[src/rtl/adc_pwr_pkg.sv]
package adc_pwr_pkg;

  typedef enum logic [1:0] {
    PM_NORMAL  = 2'd0,
    PM_PARTIAL = 2'd1,
    PM_FULL    = 2'd2,
    PM_BAD     = 2'd3
  } pwr_mode_e;

  typedef enum logic [1:0] {
    SQ_IDLE  = 2'd0,
    SQ_FRAME = 2'd1,
    SQ_GAP   = 2'd2
  } seq_state_e;

endpackage

[src/rtl/adc_rst_sync.sv]
module adc_rst_sync (
  input  logic clk,
  input  logic rst_n_i,
  output logic rst_n_o
);

  logic meta_q;
  logic hold_q;

  always_ff @(posedge clk or negedge rst_n_i) begin
    if (!rst_n_i) begin
      meta_q <= 1'b0;
      hold_q <= 1'b0;
    end else begin
      meta_q <= 1'b1;
      hold_q <= meta_q;
    end
  end

  assign rst_n_o = hold_q;

endmodule

[src/rtl/adc_seq_plan.sv]
// Works out the frame pattern for a command: whether a full frame
// leads, how many truncated frames follow, and whether a wake gap applies.
module adc_seq_plan
  import adc_pwr_pkg::*;
(
  input  logic       init_i,
  input  pwr_mode_e  tgt_i,
  input  pwr_mode_e  cur_i,
  output logic       full_o,
  output logic [1:0] trunc_o,
  output logic       wake_o
);

  always_comb begin
    full_o = init_i | (cur_i != PM_NORMAL) | (tgt_i == PM_NORMAL);
    case (tgt_i)
      PM_PARTIAL: trunc_o = 2'd1;
      PM_FULL:    trunc_o = 2'd2;
      default:    trunc_o = 2'd0;
    endcase
    wake_o = full_o & (init_i | (cur_i == PM_FULL));
  end

endmodule

[src/rtl/adc_sclk_gen.sv]
// Serial clock for one frame: divides the system clock, counts falling
// edges and flags the half period at which chip-select must rise.
module adc_sclk_gen #(
  parameter int HALF_DIV    = 3,
  parameter int FULL_EDGES  = 16,
  parameter int TRUNC_EDGES = 6
) (
  input  logic clk,
  input  logic rst_n,
  input  logic start_i,
  input  logic run_i,
  input  logic full_i,
  output logic sclk_o,
  output logic end_o
);

  localparam int EW = $clog2(FULL_EDGES + 1);
  localparam logic [EW-1:0] FULL_LIM  = EW'(FULL_EDGES);
  localparam logic [EW-1:0] TRUNC_LIM = EW'(TRUNC_EDGES);

  logic          tick;
  logic          sclk_q, sclk_d;
  logic [EW-1:0] ec_q, ec_d;
  logic [EW-1:0] lim;

  generate
    if (HALF_DIV == 1) begin : g_nodiv
      assign tick = run_i;
    end else begin : g_div
      localparam int HW = $clog2(HALF_DIV);
      localparam logic [HW-1:0] HLAST = HW'(HALF_DIV - 1);
      logic [HW-1:0] hc_q, hc_d;

      always_comb begin
        hc_d = hc_q;
        if (start_i) begin
          hc_d = '0;
        end else if (run_i) begin
          hc_d = (hc_q == HLAST) ? '0 : hc_q + 1'b1;
        end
      end

      always_ff @(posedge clk or negedge rst_n) begin
        if (!rst_n) begin
          hc_q <= '0;
        end else begin
          hc_q <= hc_d;
        end
      end

      assign tick = run_i & (hc_q == HLAST);
    end
  endgenerate

  assign lim   = full_i ? FULL_LIM : TRUNC_LIM;
  assign end_o = tick & sclk_q & (ec_q == lim);

  always_comb begin
    sclk_d = sclk_q;
    ec_d   = ec_q;
    if (start_i) begin
      sclk_d = 1'b1;
      ec_d   = '0;
    end else if (tick && !end_o) begin
      if (sclk_q) begin
        sclk_d = 1'b0;
        ec_d   = ec_q + 1'b1;
      end else begin
        sclk_d = 1'b1;
      end
    end
  end

  always_ff @(posedge clk or negedge rst_n) begin
    if (!rst_n) begin
      sclk_q <= 1'b1;
      ec_q   <= '0;
    end else begin
      sclk_q <= sclk_d;
      ec_q   <= ec_d;
    end
  end

  assign sclk_o = sclk_q;

endmodule

[src/rtl/adc_gap_timer.sv]
// Quiet-interval counter (restarted when chip-select rises) and wake
// counter (armed when the first full frame's chip-select falls).
module adc_gap_timer #(
  parameter int QUIET_CYC = 4,
  parameter int WAKE_CYC  = 200
) (
  input  logic clk,
  input  logic rst_n,
  input  logic gap_start_i,
  input  logic arm_i,
  input  logic clear_i,
  output logic quiet_ok_o,
  output logic wake_ok_o
);

  localparam int QW = $clog2(QUIET_CYC + 1);
  localparam int WW = $clog2(WAKE_CYC + 1);
  localparam logic [QW-1:0] QLAST = QW'(QUIET_CYC - 1);
  localparam logic [WW-1:0] WLAST = WW'(WAKE_CYC - 1);

  logic [QW-1:0] qc_q, qc_d;
  logic [WW-1:0] wk_q, wk_d;
  logic          armed_q, armed_d;

  always_comb begin
    qc_d = qc_q;
    if (gap_start_i) begin
      qc_d = '0;
    end else if (qc_q != QLAST) begin
      qc_d = qc_q + 1'b1;
    end
  end

  always_comb begin
    wk_d    = wk_q;
    armed_d = armed_q;
    if (arm_i) begin
      wk_d    = '0;
      armed_d = 1'b1;
    end else if (clear_i) begin
      armed_d = 1'b0;
    end else if (armed_q && (wk_q != WLAST)) begin
      wk_d = wk_q + 1'b1;
    end
  end

  always_ff @(posedge clk or negedge rst_n) begin
    if (!rst_n) begin
      qc_q    <= '0;
      wk_q    <= '0;
      armed_q <= 1'b0;
    end else begin
      qc_q    <= qc_d;
      wk_q    <= wk_d;
      armed_q <= armed_d;
    end
  end

  assign quiet_ok_o = (qc_q == QLAST);
  assign wake_ok_o  = !armed_q || (wk_q == WLAST);

endmodule

[src/rtl/adc_pwr_seq.sv]
module adc_pwr_seq
  import adc_pwr_pkg::*;
#(
  parameter int HALF_DIV    = 3,
  parameter int FULL_EDGES  = 16,
  parameter int TRUNC_EDGES = 6,
  parameter int QUIET_CYC   = 4,
  parameter int WAKE_CYC    = 200
) (
  input  logic       clk,
  input  logic       rst_n,
  input  logic       cmd_valid,
  input  logic       cmd_init,
  input  logic [1:0] cmd_mode,
  output logic       adc_cs_n,
  output logic       adc_sclk,
  output logic       busy,
  output logic       done,
  output logic [1:0] mode_o
);

  logic       rst_q_n;
  seq_state_e state_q, state_d;
  logic       cs_q, cs_d;
  logic [1:0] trunc_q, trunc_d;
  logic       cur_full_q, cur_full_d;
  pwr_mode_e  tgt_q, tgt_d;
  pwr_mode_e  mode_q, mode_d;
  logic       done_q, done_d;

  logic       plan_full, plan_wake;
  logic [1:0] plan_trunc;
  logic       frame_start, gap_start, wake_arm, wake_clear;
  logic       frame_end, quiet_ok, wake_ok;
  logic       accept;
  pwr_mode_e  cmd_tgt;

  assign cmd_tgt = pwr_mode_e'(cmd_mode);
  assign accept  = (state_q == SQ_IDLE) && cmd_valid && (cmd_tgt != PM_BAD);

  adc_rst_sync u_rst (
    .clk     (clk),
    .rst_n_i (rst_n),
    .rst_n_o (rst_q_n)
  );

  adc_seq_plan u_plan (
    .init_i  (cmd_init),
    .tgt_i   (cmd_tgt),
    .cur_i   (mode_q),
    .full_o  (plan_full),
    .trunc_o (plan_trunc),
    .wake_o  (plan_wake)
  );

  adc_sclk_gen #(
    .HALF_DIV    (HALF_DIV),
    .FULL_EDGES  (FULL_EDGES),
    .TRUNC_EDGES (TRUNC_EDGES)
  ) u_sclk (
    .clk     (clk),
    .rst_n   (rst_q_n),
    .start_i (frame_start),
    .run_i   (state_q == SQ_FRAME),
    .full_i  (cur_full_q),
    .sclk_o  (adc_sclk),
    .end_o   (frame_end)
  );

  adc_gap_timer #(
    .QUIET_CYC (QUIET_CYC),
    .WAKE_CYC  (WAKE_CYC)
  ) u_gap (
    .clk         (clk),
    .rst_n       (rst_q_n),
    .gap_start_i (gap_start),
    .arm_i       (wake_arm),
    .clear_i     (wake_clear),
    .quiet_ok_o  (quiet_ok),
    .wake_ok_o   (wake_ok)
  );

  // Next-state logic
  always_comb begin
    state_d     = state_q;
    cs_d        = cs_q;
    trunc_d     = trunc_q;
    cur_full_d  = cur_full_q;
    tgt_d       = tgt_q;
    mode_d      = mode_q;
    done_d      = 1'b0;
    frame_start = 1'b0;
    gap_start   = 1'b0;
    wake_arm    = 1'b0;
    wake_clear  = 1'b0;
    case (state_q)
      SQ_IDLE: begin
        if (accept) begin
          tgt_d       = cmd_tgt;
          cur_full_d  = plan_full;
          trunc_d     = plan_full ? plan_trunc : plan_trunc - 2'd1;
          wake_arm    = plan_wake;
          frame_start = 1'b1;
          cs_d        = 1'b0;
          state_d     = SQ_FRAME;
        end
      end
      SQ_FRAME: begin
        if (frame_end) begin
          cs_d      = 1'b1;
          gap_start = 1'b1;
          state_d   = SQ_GAP;
        end
      end
      SQ_GAP: begin
        if (quiet_ok && wake_ok) begin
          wake_clear = 1'b1;
          if (trunc_q != 2'd0) begin
            trunc_d     = trunc_q - 2'd1;
            cur_full_d  = 1'b0;
            frame_start = 1'b1;
            cs_d        = 1'b0;
            state_d     = SQ_FRAME;
          end else begin
            mode_d  = tgt_q;
            done_d  = 1'b1;
            state_d = SQ_IDLE;
          end
        end
      end
      default: state_d = SQ_IDLE;
    endcase
  end

  // State registers
  always_ff @(posedge clk or negedge rst_q_n) begin
    if (!rst_q_n) begin
      state_q    <= SQ_IDLE;
      cs_q       <= 1'b1;
      trunc_q    <= 2'd0;
      cur_full_q <= 1'b1;
      tgt_q      <= PM_FULL;
      mode_q     <= PM_FULL;
      done_q     <= 1'b0;
    end else begin
      state_q    <= state_d;
      cs_q       <= cs_d;
      trunc_q    <= trunc_d;
      cur_full_q <= cur_full_d;
      tgt_q      <= tgt_d;
      mode_q     <= mode_d;
      done_q     <= done_d;
    end
  end

  assign adc_cs_n = cs_q;
  assign busy     = (state_q != SQ_IDLE);
  assign done     = done_q;
  assign mode_o   = mode_q;

endmodule

[config.mk]
export PLATFORM = sky130hd
export DESIGN_NAME = adc_pwr_seq
export DESIGN_NICKNAME = d
export VERILOG_FILES = /design/src/rtl/adc_pwr_pkg.sv /design/src/rtl/adc_rst_sync.sv /design/src/rtl/adc_seq_plan.sv /design/src/rtl/adc_sclk_gen.sv /design/src/rtl/adc_gap_timer.sv /design/src/rtl/adc_pwr_seq.sv
export SDC_FILE = /design/constraint.sdc
export NUM_CORES = 1
export LEC_CHECK = 0
export BUFFER_PORTS_ARGS = -buffer_cell sky130_fd_sc_hd__buf_4
export CAP_MARGIN = 0
export CORE_UTILIZATION = 65
export CTS_BUF_LIST = sky130_fd_sc_hd__clkbuf_2 sky130_fd_sc_hd__clkbuf_4 sky130_fd_sc_hd__clkbuf_8
export DETAILED_ROUTE_END_ITERATION = 7
export PLACE_DENSITY = 0.86
export SKIP_CTS_REPAIR_TIMING = 1
export SLEW_MARGIN = 30
export SYNTH_ARGS = -nofsm -noshare
export SYNTH_HDL_FRONTEND = slang
export SYNTH_SLANG_ARGS = --single-unit
[constraint.sdc]
create_clock -name clk -period 2.2 [get_ports clk]
set_input_delay 0 -clock clk [delete_from_list [all_inputs] [get_ports clk]]
set_output_delay 0 -clock clk [all_outputs]
set_load 0.02 [all_outputs]
-- Word-level counts from Yosys, hierarchy flattened
Cells that the tools add are included.
- mux-type cells: 48
- reduce and logical (&&, ||, !) cells: 28
- bitwise operators: 8
- add/sub/neg operators: 6
- eq/ne operators: 17
- operators by type and width (kind ; count):
    8-bit two-way mux ; 3
    1-bit two-way mux ; 23
    2-bit two-way mux ; 10
    5-bit two-way mux ; 4
    2-bit nonzero test ; 10
    2-bit != test, second input constant ; 5
    8-bit by 1-bit adder with 8-bit output, second input constant ; 1
    2-bit equality test, second input constant ; 4
    8-bit equality test, second input constant ; 1
    8-bit != test, second input constant ; 1
    2-bit case mux with 2 select lines ; 2
    3-bit two-way mux ; 2
    2-bit case mux with 3 select lines ; 1
    2-bit AND reduction ; 3
    3-bit AND reduction ; 2
    5-bit by 1-bit adder with 5-bit output, second input constant ; 1
    5-bit equality test ; 1
    1-bit logical AND ; 5
    5-bit AND reduction ; 1
    1-bit AND ; 4
    2-bit by 1-bit equality test with 1-bit output, second input constant ; 2
    2-bit zero test ; 2
    1-bit case mux with 2 select lines ; 2
    4-bit AND reduction ; 1
    12 further kinds ; 16
- bits in registers: 33
- word-level logic and storage cells: 122
- output and inout bits: 6
- input bits: 6

-- Depth between registers and ports, before layout
- word-level depth: 8
- depth in mapped cells: 6
- gate-level depth less buffers: 6

-- By module
Synthesis repeated with hierarchy kept, for this count alone.
- cells, all modules: 169
- area total of the unflattened synthesis: 1804.2 um2
- modules (own cells, without submodules) (module ; sequential area each (um2) ; cells each ; times used ; area each (um2)):
    adc_gap_timer ; 300.3 ; 65 ; 1 ; 656.9
    adc_pwr_seq ; 280.3 ; 50 ; 1 ; 593.1
    adc_sclk_gen ; 201.4 ; 45 ; 1 ; 461.7
    adc_rst_sync ; 50.0 ; 3 ; 1 ; 53.8
    adc_seq_plan ; 0.0 ; 6 ; 1 ; 38.8

-- Worst setup path after synthesis
Ideal clock, no wire load.
- kind: reg2reg
- start: register u_gap.qc_q[0]
- end: register trunc_q[1]
- required time: 2.075 ns
- buffers on the path: 1
- clock period less this slack: 1.713 ns
- setup time: 0.125 ns
- data arrival time: 1.588 ns
- cell stages (with the launch flop): 7
- setup slack: 0.487 ns
- cell sequence: dfrtp_1 -> ha_1 -> ha_1 -> clkbuf_1 -> nand3b_1 -> o21ai_4 -> mux2_4
- longest elaborated chain between the ends: 4
- RTL lines (item ; line ; RTL):
    from (decl) ; adc_gap_timer.sv:21 ; logic [QW-1:0] qc_q, qc_d;
    from (signal assigned) ; adc_gap_timer.sv:53 ; qc_q <= qc_d;
    3-bit by 2-bit equality test with 1-bit output ; adc_gap_timer.sv:59 ; assign quiet_ok_o = (qc_q == QLAST);
    1-bit logical AND ; adc_pwr_seq.sv:116 ; if (quiet_ok && wake_ok) begin
    2-bit != test (no line) ; n/a ;
    4-bit AND reduction (no line) ; n/a ;
    to (signal assigned) ; adc_pwr_seq.sv:148 ; trunc_q <= trunc_d;
    to (decl) ; adc_pwr_seq.sv:25 ; logic [1:0] trunc_q, trunc_d;
No other way between the ends.
A chain may end at the register's enable or synchronous reset.

-- Worst setup path in the final report
- start: register state_q[0]
- end: register trunc_q[1]
- longest elaborated chain between the ends: 5
- elaborated cells on any way between the ends: 10
- classes of those cells: eq/ne (4); mux (1); reduce/logical (5)
- RTL lines (item ; line ; RTL):
    from (decl) ; adc_pwr_seq.sv:23 ; seq_state_e state_q, state_d;
    from (signal assigned) ; adc_pwr_seq.sv:146 ; state_q <= state_d;
    2-bit zero test ; adc_pwr_seq.sv:39, adc_pwr_seq.sv:96 ;
    1-bit logical AND (2 in a row) ; adc_pwr_seq.sv:39 ; assign accept = (state_q == SQ_IDLE) && cmd_valid && (cmd_tgt != PM_BAD);
    2-bit != test (no line) ; n/a ;
    4-bit AND reduction (no line) ; n/a ;
Several ways; a longest one is shown, not always the timed one.

==> flow_metrics.env <==
export IMPL_std_cell_rows=18
export IMPL_switching_share=0.368
export IMPL_clkSinkCount=33
export IMPL_synth_avg_cell_area_sq_um=10.6
export IMPL_wl_per_cell_um=15.0
export IMPL_layout_common_cells="dfrtp_1 (28), nor2_1 (16), buf_4 (13)"
export IMPL_start_util=0.684
export IMPL_cp_max_fo=8
export IMPL_stdcell_area_sq_mm=0.00190
export IMPL_seq_power_share=0.479
export IMPL_synth_area_sq_mm=0.00169
export IMPL_htreeDepth=2
export IMPL_clk_latency_ns=0.32
export IMPL_nFillCells=168
export IMPL_period_minus_slack_ns=1.81
export IMPL_dpl_instance_area_sq_mm=0.00181
export IMPL_worstSetupEndpointType="flip-flop"
export IMPL_setup_viol=0
export IMPL_layout_nets=194
export IMPL_clock_path_buffers=2
export IMPL_grt_max_degree=32
export IMPL_synth_seq_cells=33
export IMPL_ant_nets=0
export IMPL_layout_commonest_cell="dfrtp_1"
export IMPL_min_path_type="input pin to flip-flop"
export IMPL_leakagePower_uw=0.000893
export IMPL_worstPathArrival_ns=2.02
export IMPL_postSynth_asyncResetShare=1.00
export IMPL_synth_edf_count=0
export IMPL_drt_iter0_markers=11
export IMPL_die_w_um=53.1
export IMPL_synth_top_area_frac=0.414
export IMPL_cts_tree="built"
export IMPL_fin_worst_skew_ns=0.00276
export IMPL_setup_tns_final_ns=0
export IMPL_max_slew_worst_pin_slew_ns=0.571
export IMPL_yosys_most_used_dff="dfrtp_1"
export IMPL_vias_per_cell=5.81
export IMPL_period_share=0.821
export IMPL_num_io_pins=12
export IMPL_r2r_slack_ns=0.39
export IMPL_syn_nets=175
export IMPL_path_clk_slew_ns=0.10
export IMPL_reg2reg_to="trunc_q[1]"
export IMPL_grt_pass1_wl_mm=4.89
export IMPL_fp_dieH_um=53.1
export IMPL_antenna_cells=0
export IMPL_die_area_sq_mm=0.00281
export IMPL_whs_path_depth=3
export IMPL_syn_to_final_growth_pct=12.0
export IMPL_slew_headroom=0.619
export IMPL_vias=1220
export IMPL_rsz0062_at_grt="no"
export IMPL_p_comb_frac=0.351
export IMPL_vdd_ir_drop_max_mv=1.07
export IMPL_power_density_mw_per_mm2=1170
export IMPL_whs_endpoint="tgt_q[1]"
export IMPL_yosysWarnings=0
export IMPL_grt_overflow_total=0
export IMPL_ys_top_cells_by_area="dfrtp_1 (41%), dfstp_2 (7.8%), ha_1 (6.6%)"
export IMPL_p_sw_uw=813
export IMPL_internal_power_uw=1400
export IMPL_routed_wl_mm=3.16
export IMPL_dr_pass1_iters=4
export IMPL_finalPower_uw=2210
export IMPL_p_clk_frac=0.170
export IMPL_cts_made_buffers=5
export IMPL_min_from="cmd_mode[1]"
export IMPL_start_kind="flip-flop"
export IMPL_core_area_sq_mm=0.00248
export IMPL_antenna_found_initial=0
export IMPL_hold_viol=0
export IMPL_r2r_cells=4
export IMPL_critPathRequiredTime_ns=2.42
export IMPL_root_buffer="clkbuf_4"
export IMPL_drv_slew=0
export IMPL_yosysUniqueCellTypes=43
export IMPL_yosysTopAreaCell="dfrtp_1"
export IMPL_drive_gt1_frac=0.200
export IMPL_max_freq_ghz=0.554
export IMPL_drc=0
export IMPL_place_gp_congestion=0.800
export IMPL_hpwl_mm=2.30
export IMPL_grt_pass1_vias=1082
export IMPL_yosysSeqAreaShare=0.491
export IMPL_drv_cap=0
export IMPL_worstReg2RegStart="state_q[0]"
export IMPL_critPathKind="flip-flop to flip-flop"
export IMPL_grt_use_total=0.253
export IMPL_io_buffers=11
export IMPL_syn_instance_count=160
export IMPL_status="finished, final reports clean"
==> how the worst max path moves through the flow <==
| stage | start | endpoint | slack (ns) | cells past startpoint |
|---|---|---|---|---|
| global route | u_gap.qc_q[0] | state_q[0] | 0.26 | 5 |
| detailed placement | state_q[1] | trunc_q[1] | 0.41 | 4 |
| global placement | u_gap.qc_q[0] | state_q[0] | 0.45 | 5 |
| finish | state_q[0] | trunc_q[1] | 0.39 | 4 |
| floorplan | u_gap.qc_q[0] | trunc_q[1] | 0.49 | 6 |
| CTS | u_gap.qc_q[0] | state_q[0] | 0.40 | 5 |
==> power groups by stage <==
stage                     combinational [uW]  clock (uW)  sequential, uW
final                                    775         377            1060
after global placement                   730           0            1040
after detailed placement                 776           0            1060
after global routing                     880         408            1090
after floorplan                          590           0            1030
after CTS                                778         386            1050
==> state kept, by name, summed over array words and instances, names as in the netlist, 2 cells and up <==
| name | cells |
|---|---|
| mode_o | 2 |
| state_q | 2 |
| tgt_q | 2 |
| trunc_q | 2 |
| u_gap.qc_q | 3 |
| u_gap.wk_q | 8 |
| u_sclk.ec_q | 5 |
| u_sclk.g_div.hc_q | 2 |
==> layout make-up <==
type                       count  area (sq um)  area share
sequential                    33           832       0.439
multi-input combinational    115           810       0.427
timing repair buffer          15           118      0.0620
clock buffer                   8          66.3      0.0350
tap                           30          37.5      0.0198
inverter                       9          33.8      0.0178
==> through the flow <==
stage / hold WS (ns) / instances / utilization / worst slack (ns)
after global routing: 0.0152 / 210 / 0.766 / 0.263
after detailed placement: -0.216 / 200 / 0.731 / 0.415
after global placement: -0.219 / 200 / 0.731 / 0.446
final: 0.00569 / 210 / 0.766 / 0.395
after CTS: -0.580 / 208 / 0.758 / 0.398
after floorplan: -0.296 / 160 / - / 0.487
==> worst max-delay path, cell delays in order, from the launching register on <==
cell	delay, ns
dfrtp_1	0.42
nor2b_1	0.47
nand3b_1	0.23
o21ai_4	0.26
mux2_4	0.32
==> synth_stat cells (all sizes together), types with 3 or more instances <==
| cell type | count |
|---|---|
| a21o | 3 |
| a21oi | 8 |
| and2 | 3 |
| dfrtp | 28 |
| dfstp | 5 |
| ha | 9 |
| inv | 9 |
| mux2 | 3 |
| mux2i | 3 |
| nand2 | 7 |
| nand3 | 5 |
| nand4 | 5 |
| nor2 | 17 |
| o21ai | 11 |
| or3 | 3 |
| xor2 | 8 |
==> cells by family after synthesis <==
group           synth area share
compound gates             0.116
xor+xnor                  0.0517
fa+ha+maj                 0.0665
buf+inv                   0.0310
flops                      0.491
mux                       0.0399
other cells              0.00221
simple gates               0.202
==> metal layers <==
layer | vias to the layer above | global-route usage | wire length, um
met5 | - | 0 | 0
li1 | 598 | - | -
met3 | 6 | 0.0776 | 102
met1 | 600 | 0.330 | 1450
met2 | 16 | 0.401 | 1560
met4 | 0 | 0.0789 | 39
Note: power is estimated with default switching activity, not from simulation.
